**config.mk**
```make
export PLATFORM = sky130hd
export DESIGN_NAME = pb_power_seq
export DESIGN_NICKNAME = d
export VERILOG_FILES = /design/src/rtl/pbps_pkg.sv /design/src/rtl/pbps_debounce.sv /design/src/rtl/pbps_press_timer.sv /design/src/rtl/pbps_fsm.sv /design/src/rtl/pb_power_seq.sv
export SDC_FILE = /design/constraint.sdc
export NUM_CORES = 1
export LEC_CHECK = 0
export BUFFER_PORTS_ARGS = -buffer_cell sky130_fd_sc_hd__buf_2
export CORE_MARGIN = 2
export CORE_UTILIZATION = 40
export DETAILED_ROUTE_END_ITERATION = 7
export GPL_TIMING_DRIVEN = 1
export PLACE_DENSITY = 0.59
export SLEW_MARGIN = 10
export SYNTH_ARGS = -nofsm -noshare
export SYNTH_HDL_FRONTEND = slang
export SYNTH_SLANG_ARGS = --single-unit
```
**constraint.sdc**
```tcl
create_clock -name clk -period 2.77 [get_ports clk]
set_clock_uncertainty 0.05 [all_clocks]
set_input_delay 0.1385 -clock clk [delete_from_list [all_inputs] [get_ports clk]]
set_output_delay 0.1385 -clock clk [all_outputs]
set_load 0.01 [all_outputs]
```
**src/rtl/pbps_pkg.sv**
```systemverilog
package pbps_pkg;

   typedef enum logic [2:0] {
      PS_OFF      = 3'd0,
      PS_WAIT_REL = 3'd1,
      PS_ON       = 3'd2,
      PS_SHUT_REQ = 3'd3,
      PS_FORCED   = 3'd4
   } pwr_state_e;

endpackage

```
**src/rtl/pbps_debounce.sv**
```systemverilog
module pbps_debounce #(
   parameter int unsigned SYNC_STAGES     = 2,
   parameter int unsigned DEBOUNCE_CYCLES = 1_000_000
) (
   input  logic clk,
   input  logic rst_n,
   input  logic btn_n,
   output logic pressed
);

   logic [SYNC_STAGES-1:0] sync_q;
   logic                   raw;

   always_ff @(posedge clk or negedge rst_n) begin
      if (!rst_n) sync_q <= '0;
      else        sync_q <= {sync_q[SYNC_STAGES-2:0], ~btn_n};
   end

   assign raw = sync_q[SYNC_STAGES-1];

   generate
      if (DEBOUNCE_CYCLES == 1) begin : g_direct
         always_ff @(posedge clk or negedge rst_n) begin
            if (!rst_n) pressed <= 1'b0;
            else        pressed <= raw;
         end
      end else begin : g_counted
         localparam int unsigned DW = $clog2(DEBOUNCE_CYCLES);
         localparam logic [DW-1:0] DEB_LAST = DW'(DEBOUNCE_CYCLES - 1);
         logic [DW-1:0] cnt_q;

         always_ff @(posedge clk or negedge rst_n) begin
            if (!rst_n) begin
               pressed <= 1'b0;
               cnt_q   <= '0;
            end else if (raw != pressed) begin
               if (cnt_q == DEB_LAST) begin
                  pressed <= raw;
                  cnt_q   <= '0;
               end else begin
                  cnt_q   <= cnt_q + 1'b1;
               end
            end else begin
               cnt_q <= '0;
            end
         end

         AST_DEB_HOLDS: assert property (@(posedge clk) disable iff (!rst_n)
            (raw != pressed && cnt_q != DEB_LAST) |=> $stable(pressed));
      end
   endgenerate

endmodule

```
**src/rtl/pbps_press_timer.sv**
```systemverilog
module pbps_press_timer #(
   parameter int unsigned LONG_PRESS_CYCLES = 500_000_000
) (
   input  logic clk,
   input  logic rst_n,
   input  logic pressed,
   output logic rel_evt,
   output logic short_rel,
   output logic long_evt
);

   localparam int unsigned HW = $clog2(LONG_PRESS_CYCLES + 1);
   localparam logic [HW-1:0] HOLD_MAX  = HW'(LONG_PRESS_CYCLES);
   localparam logic [HW-1:0] HOLD_EDGE = HW'(LONG_PRESS_CYCLES - 1);

   logic          pressed_d;
   logic [HW-1:0] hold_q;

   always_ff @(posedge clk or negedge rst_n) begin
      if (!rst_n) begin
         pressed_d <= 1'b0;
         hold_q    <= '0;
      end else begin
         pressed_d <= pressed;
         if (!pressed)              hold_q <= '0;
         else if (hold_q != HOLD_MAX) hold_q <= hold_q + 1'b1;
      end
   end

   assign rel_evt   = pressed_d & ~pressed;
   assign short_rel = rel_evt & (hold_q != HOLD_MAX);
   assign long_evt  = pressed & (hold_q == HOLD_EDGE);

   AST_LONG_ONE_SHOT: assert property (@(posedge clk) disable iff (!rst_n)
      long_evt |=> !long_evt);

   AST_REL_NOT_LONG: assert property (@(posedge clk) disable iff (!rst_n)
      long_evt |-> !rel_evt);

endmodule

```
**src/rtl/pbps_fsm.sv**
```systemverilog
module pbps_fsm
   import pbps_pkg::*;
#(
   parameter int unsigned FORCE_HOLD_CYCLES = 1024
) (
   input  logic clk,
   input  logic rst_n,
   input  logic pressed,
   input  logic rel_evt,
   input  logic short_rel,
   input  logic long_evt,
   input  logic kill_n,
   input  logic pgood,
   input  logic strap_auto_on,
   output logic rail_en,
   output logic pwr_irq
);

   localparam int unsigned FW = $clog2(FORCE_HOLD_CYCLES);
   localparam logic [FW-1:0] FORCE_LAST = FW'(FORCE_HOLD_CYCLES - 1);

   pwr_state_e    state_q, state_d;
   logic          pg_q;
   logic [FW-1:0] fcnt_q;
   logic          on_q, irq_q;

   always_comb begin
      state_d = state_q;
      if (!pgood) begin
         state_d = PS_OFF;
      end else begin
         unique case (state_q)
            PS_OFF: begin
               if (strap_auto_on && !pg_q) state_d = PS_ON;
               else if (rel_evt)           state_d = PS_ON;
            end
            PS_WAIT_REL: if (!pressed) state_d = PS_OFF;
            PS_ON: begin
               if (!kill_n)        state_d = PS_WAIT_REL;
               else if (long_evt)  state_d = PS_FORCED;
               else if (short_rel) state_d = PS_SHUT_REQ;
            end
            PS_SHUT_REQ: begin
               if (!kill_n)       state_d = PS_WAIT_REL;
               else if (long_evt) state_d = PS_FORCED;
            end
            PS_FORCED: begin
               if (!kill_n || fcnt_q == FORCE_LAST) state_d = PS_WAIT_REL;
            end
            default: state_d = PS_OFF;
         endcase
      end
   end

   always_ff @(posedge clk or negedge rst_n) begin
      if (!rst_n) begin
         state_q <= PS_OFF;
         pg_q    <= 1'b0;
         fcnt_q  <= '0;
      end else begin
         state_q <= state_d;
         pg_q    <= pgood;
         if (state_q == PS_FORCED) fcnt_q <= fcnt_q + 1'b1;
         else                      fcnt_q <= '0;
      end
   end

   assign on_q    = (state_q == PS_ON) || (state_q == PS_SHUT_REQ) || (state_q == PS_FORCED);
   assign irq_q   = (state_q == PS_SHUT_REQ) || (state_q == PS_FORCED);
   assign rail_en = on_q  & kill_n & pgood;
   assign pwr_irq = irq_q & kill_n & pgood;

   AST_KILL_DROPS: assert property (@(posedge clk) disable iff (!rst_n)
      (on_q && !kill_n) |=> !rail_en);

   AST_SHORT_REQUESTS: assert property (@(posedge clk) disable iff (!rst_n)
      (state_q == PS_ON && short_rel && kill_n && pgood) |=> (state_q == PS_SHUT_REQ));

   AST_LONG_FORCES: assert property (@(posedge clk) disable iff (!rst_n)
      ((state_q == PS_ON || state_q == PS_SHUT_REQ) && long_evt && kill_n && pgood)
      |=> (state_q == PS_FORCED));

   AST_FORCE_BOUNDED: assert property (@(posedge clk) disable iff (!rst_n)
      (state_q == PS_FORCED && fcnt_q == FORCE_LAST) |=> !on_q);

   AST_HELD_STAYS_OFF: assert property (@(posedge clk) disable iff (!rst_n)
      (state_q == PS_WAIT_REL && pressed) |=> !rail_en);

   AST_PG_LOSS_OFF: assert property (@(posedge clk) disable iff (!rst_n)
      !pgood |=> (state_q == PS_OFF));

endmodule

```
**src/rtl/pb_power_seq.sv**
```systemverilog
module pb_power_seq #(
   parameter int unsigned SYNC_STAGES       = 2,
   parameter int unsigned DEBOUNCE_CYCLES   = 1_000_000,
   parameter int unsigned LONG_PRESS_CYCLES = 500_000_000,
   parameter int unsigned FORCE_HOLD_CYCLES = 1024
) (
   input  logic clk,
   input  logic rst_n,
   input  logic btn_n,
   input  logic kill_n,
   input  logic pgood,
   input  logic strap_auto_on,
   output logic rail_en,
   output logic pwr_irq
);

   generate
      if (SYNC_STAGES < 2) begin : g_bad_sync
         $error("SYNC_STAGES must be at least 2");
      end
      if (DEBOUNCE_CYCLES < 1) begin : g_bad_deb
         $error("DEBOUNCE_CYCLES must be at least 1");
      end
      if (LONG_PRESS_CYCLES < 2 * DEBOUNCE_CYCLES + 2) begin : g_bad_long
         $error("LONG_PRESS_CYCLES must exceed twice the debounce window");
      end
      if (FORCE_HOLD_CYCLES < 2) begin : g_bad_force
         $error("FORCE_HOLD_CYCLES must be at least 2");
      end
   endgenerate

   logic pressed, rel_evt, short_rel, long_evt;

   pbps_debounce #(
      .SYNC_STAGES     (SYNC_STAGES),
      .DEBOUNCE_CYCLES (DEBOUNCE_CYCLES)
   ) i_debounce (
      .clk     (clk),
      .rst_n   (rst_n),
      .btn_n   (btn_n),
      .pressed (pressed)
   );

   pbps_press_timer #(
      .LONG_PRESS_CYCLES (LONG_PRESS_CYCLES)
   ) i_timer (
      .clk       (clk),
      .rst_n     (rst_n),
      .pressed   (pressed),
      .rel_evt   (rel_evt),
      .short_rel (short_rel),
      .long_evt  (long_evt)
   );

   pbps_fsm #(
      .FORCE_HOLD_CYCLES (FORCE_HOLD_CYCLES)
   ) i_fsm (
      .clk           (clk),
      .rst_n         (rst_n),
      .pressed       (pressed),
      .rel_evt       (rel_evt),
      .short_rel     (short_rel),
      .long_evt      (long_evt),
      .kill_n        (kill_n),
      .pgood         (pgood),
      .strap_auto_on (strap_auto_on),
      .rail_en       (rail_en),
      .pwr_irq       (pwr_irq)
   );

   AST_IRQ_NEEDS_RAIL: assert property (@(posedge clk) disable iff (!rst_n)
      pwr_irq |-> rail_en);

endmodule

```
# Word level (Yosys, flattened, before mapping)
# Cells that the tools add are included.
[word_totals] n_memories=0 ramBits=0 elab_cells=61 mem_bits_ro=0 in_bits=6 register_bits=67 latchBits=0
[op_classes] div_mod_pow=0 reduce_logical=10 n_bitwise=9 n_mux=16 n_addsub=3 n_mul=0 n_shift=0 order_cmp=0 n_eq_ne=15
[ops] op="$mux W29" count=2
[ops] op="$mux W20" count=2
[ops] op="$mux W3" count=10
[ops] op="$add A29 B1 Y29 const B" count=1
[ops] op="$eq A29 B29 Y1 const B" count=1
[ops] op="$ne A29 B29 Y1 const B" count=1
[ops] op="$add A20 B1 Y20 const B" count=1
[ops] op="$eq A20 B20 Y1 const B" count=1
[ops] op="$pmux W3 S5" count=1
[ops] op="$add A10 B1 Y10 const B" count=1
[ops] op="$eq A10 B10 Y1 const B" count=1
[ops] op="$mux W10" count=1
[ops] op="$ne A4 B3 Y1 const B" count=2
[ops] op="$and A1 B1 Y1" count=7
[ops] op="$eq A3 B2 Y1 const B" count=2
[ops] op="$ne A5 B3 Y1 const B" count=1
[ops] op="$reduce_and A5 Y1" count=1
[ops] op="$logic_or A1 B1 Y1" count=4
[ops] op="$eq A3 B1 Y1 const B" count=1
[ops] op="$eq A3 B3 Y1 const B" count=1
[ops] op="$logic_not A3 Y1" count=1
[ops] op="$ne A3 B2 Y1 const B" count=1
[ops] op="$ne A3 B3 Y1 const B" count=1
[ops] op="$logic_not A1 Y1" count=2
[ops] op="other kinds (5)" count=6

# Longest topological paths before layout
[logic_depth] ltp_word=8 ltp_mapped=8 mapped_depth_nobuf=7

# By module
# A second synthesis with hierarchy kept.
[hier_totals] cells_unflattened=365 area_unflattened_um2=3567.2
[by_module_without_submodules] module="pbps_press_timer" cells_per_inst=180 instances=1 seq_area_each_um2=750.7 area_each_um2=1649.1
[by_module_without_submodules] module="pbps_debounce" cells_per_inst=107 instances=1 seq_area_each_um2=575.6 area_each_um2=1118.6
[by_module_without_submodules] module="pbps_fsm" cells_per_inst=78 instances=1 seq_area_each_um2=350.3 area_each_um2=799.5

# Worst setup path before layout
# Ideal clock, no wire load.
[synth_timing] path_kind="flip-flop to flip-flop" from="register i_timer.hold_q[1]" to="register i_fsm.state_q[0]" period_less_slack_ns=2.008 stages_incl_launch_ff=7 setup_ns=0.140 slack_ns=0.762 arrival_ns=1.819 cell_sequence="dfrtp_1 ha_1 nand3_1 nand2b_1 or4_2 a22oi_1 a211oi_1"
[synth_between] elab_chain_cells=6 elab_cells_between_ends=11 classes_between="eq/ne: 4; mux: 4; bitwise: 2; reduce/logical: 1"
[synth_lines] element="start, declared" line_no="pbps_press_timer.sv:17" source="logic [HW-1:0] hold_q;"
[synth_lines] element="start signal, assigned" line_no="pbps_press_timer.sv:26" source="else if (hold_q != HOLD_MAX) hold_q <= hold_q + 1'b1;"
[synth_lines] element="$eq A29 B29 Y1" line_no="pbps_press_timer.sv:32" source="assign long_evt = pressed & (hold_q == HOLD_EDGE);"
[synth_lines] element="$and A1 B1 Y1" line_no="pbps_press_timer.sv:32"
[synth_lines] element="$mux W3" line_no="pbps_fsm.sv:40" source="else if (long_evt) state_d = PS_FORCED;"
[synth_lines] element="$mux W3" line_no="pbps_fsm.sv:39" source="if (!kill_n) state_d = PS_WAIT_REL;"
[synth_lines] element="$pmux W3 S5" line_no="pbps_fsm.sv:32" source="unique case (state_q)"
[synth_lines] element="$mux W3" line_no="pbps_fsm.sv:29" source="if (!pgood) begin"
[synth_lines] element="end signal, assigned" line_no="pbps_fsm.sv:61" source="state_q <= state_d;"
[synth_lines] element="end, declared" line_no="pbps_fsm.sv:22" source="pwr_state_e state_q, state_d;"
# Parallel ways exist; a longest one is shown, timed or not.
# A chain may end at the register's enable or synchronous reset.

# Worst setup path after layout
[layout_timing] from="register i_timer.hold_q[0]" to="register i_fsm.state_q[0]"
# The elaborated chain is that of the path after synthesis.

==> flow_summary.json <==
{
  "drt_iter0_markers": 78,
  "slew_headroom_pct": 48.4,
  "hpwl_um": 4260,
  "yosys.area.top_type": "dfrtp_1",
  "crit_arrival_ns": 2.32,
  "cts_tree": "yes",
  "grt_pass1_vias": 2353,
  "synth_edf_count": 0,
  "async_flop_share_pct": 100,
  "io_pins": 8,
  "finalMaxSlewViolations": 0,
  "io_buffers": 7,
  "ys.flop_type": "dfrtp_1",
  "gp_congestion": 0.725,
  "grt_antenna_before_repair": 0,
  "mostFrequentLayoutCells": "67 x dfrtp_1, 42 x nor2_1, 29 x xor2_1, 26 x nand2_1, 24 x and2_1",
  "worstSkewPairLatency_ns": 0.34,
  "layout-drive-gt1-share_pct": 7.16,
  "synthDominantCellAreaShare_pct": 49.6,
  "wire_per_inst_um": 13.4,
  "final_nets": 369,
  "worst-setup-path-type": "flip-flop to flip-flop",
  "crit_path_start_kind": "flip-flop",
  "hold_class": "input pin to flip-flop",
  "syn_area_per_cell_um2": 9.80,
  "dp_cells": 450,
  "start_util_pct": 41.2,
  "core-area_mm2": 0.00822,
  "syn_area_mm2": 0.00338,
  "vias_per_cell": 5.17,
  "synth.distinct_cells": 47,
  "cts_buffer_depth": 2,
  "num_vias": 2419,
  "routed_wl_um": 6260,
  "track_usage_pct": 15.8,
  "ys_seq_area_share_pct": 49.6,
  "final_hold_viol_count": 0,
  "crit_path_max_fanout": 5,
  "numCtsBuffers": 9,
  "grt_max_degree": 37,
  "setup_tns_ns": 0,
  "p_leak_uw": 0.00162,
  "die_area_mm2": 0.00921,
  "ys_ff_latch": 67,
  "grt_pass1_wl_um": 11200,
  "worst_pin_slew_ns": 0.773,
  "clock.fmax_mhz": 464,
  "outcome": "completed",
  "cts_root_buffer": "clkbuf_8",
  "num_rows": 33,
  "fp.dieH_um": 96.0,
  "path_clk_slew_ns": 0.07,
  "synthCells": 345,
  "hold_ws_ns": 0.0964,
  "drc_errors": 0,
  "ir_drop_mv": 0.212,
  "final_common_cell": "dfrtp_1",
  "yosys-top-cells-area": "dfrtp_1 50%, xor2_1 7.5%, xnor2_1 5.4%",
  "antenna_cells": 0,
  "stdcell_count": 468,
  "rsz0062_at_grt": "false",
  "post_cts_buffers": 0,
  "gr-total-overflow": 0,
  "first_pass_iters": 4,
  "cap_violations": 0,
  "p_total_uw": 1840,
  "crit_required_ns": 2.93,
  "synth_nets": 355,
  "powerDensity_mw_per_mm2": 492,
  "htree_levels": 3,
  "setup_violations": 0,
  "cts_sinks": 67,
  "crit_path_end_kind": "flip-flop",
  "areaGrowthSynthToFinish_pct": 10.4,
  "ys_warn_count": 0,
  "period_share_pct": 77.8,
  "fp.dieW_um": 96.0,
  "ant_nets": 0,
  "fin_crit_ns": 2.15
}
==> routing by layer <==
layer / routed length [um] / up-vias / GRT usage [%]
met3: 131 / 10 / 3.05
li1: - / 1209 / -
met1: 3140 / 1183 / 21.4
met4: 119 / 0 / 8.21
met2: 2870 / 17 / 23.9
met5: 0 / - / 0
==> power breakdown <==
part           total (uW)  internal, uW  switching, uW
logic                 120          51.3           68.9
clock network         695           340            355
registers            1020           997           26.7
==> worst max-delay path, stage by stage, from the launching register on <==
cell and delay [ns]:
dfrtp_1 0.41, inv_1 0.11, ha_1 0.15, nor4b_1 0.21
nand4b_1 0.12, or3_1 0.43, a2111oi_0 0.47, a211oi_1 0.08
==> stage by stage <==
step	cell area (um2)	setup WS (ns)	utilization, %
after floorplan	3380	0.762	-
after global placement	3540	0.672	43.1
after detailed placement	3540	0.638	43.1
after CTS	3730	0.630	45.5
after global routing	3730	0.383	45.5
final	3730	0.616	45.5
==> worst paths after layout <==
check / from / end / slack (ns) / cells after the start
min: kill_n / i_fsm.state_q[1] / 0.1 / 3
min reg2reg: i_debounce.sync_q[0] / i_debounce.sync_q[1] / 0.30 / 0
max in group asynchronous: rst_n / i_timer.hold_q[15] / 1.67 / 3
max reg2reg: i_timer.hold_q[0] / i_fsm.state_q[0] / 0.62 / 7
max: i_timer.hold_q[0] / i_fsm.state_q[0] / 0.62 / 7
min in group asynchronous: rst_n / i_debounce.g_counted.cnt_q[18] / 0.36 / 2
==> final cells by class <==
cell class	instances	area, um2
Timing Repair Buffer	13	100
Sequential cell	67	1680
Multi-Input combinational cell	259	1630
Clock inverter	3	15.0
Fill cell	784	4480
Clock buffer	12	145
Inverter	9	33.8
Tap cell	105	131
==> kinds of logic after synthesis <==
| logic type | synth area share [%] |
|---|---|
| and+or+nand+nor | 29.0 |
| DFF | 49.6 |
| xor gates and xnor gates | 12.9 |
| AOI/OAI and AO/OA | 4.18 |
| buffers and inverters | 2.15 |
| adders and majority gates | 1.48 |
| muxes | 0.629 |
==> registers in the layout (all words and copies together) (netlist names) <==
signal                      cells
i_fsm.state_q                   3
i_timer.hold_q                 29
i_fsm.fcnt_q                   10
i_debounce.pressed              1
i_fsm.pg_q                      1
i_debounce.sync_q               2
i_timer.pressed_d               1
i_debounce.g_counted.cnt_q     20
==> synthesized netlist by cell type, drive strengths merged (5+ instances only) <==
cell and n:
a21boi 5, and2 24, and3 6, clkbuf 9
dfrtp 67, inv 8, nand2 26, nand3 18
nand4 11, nor2 42, nor2b 5, nor3 9
nor4 11, or3 6, xnor2 21, xor2 29
==> repair_timing <==
item	in CTS	in global routing
setup endpoints to repair	0	0
hold endpoints to repair	33	0
hold buffers	3	0
resized for setup	0	0
No activity file was read; power rests on OpenSTA's default activity.
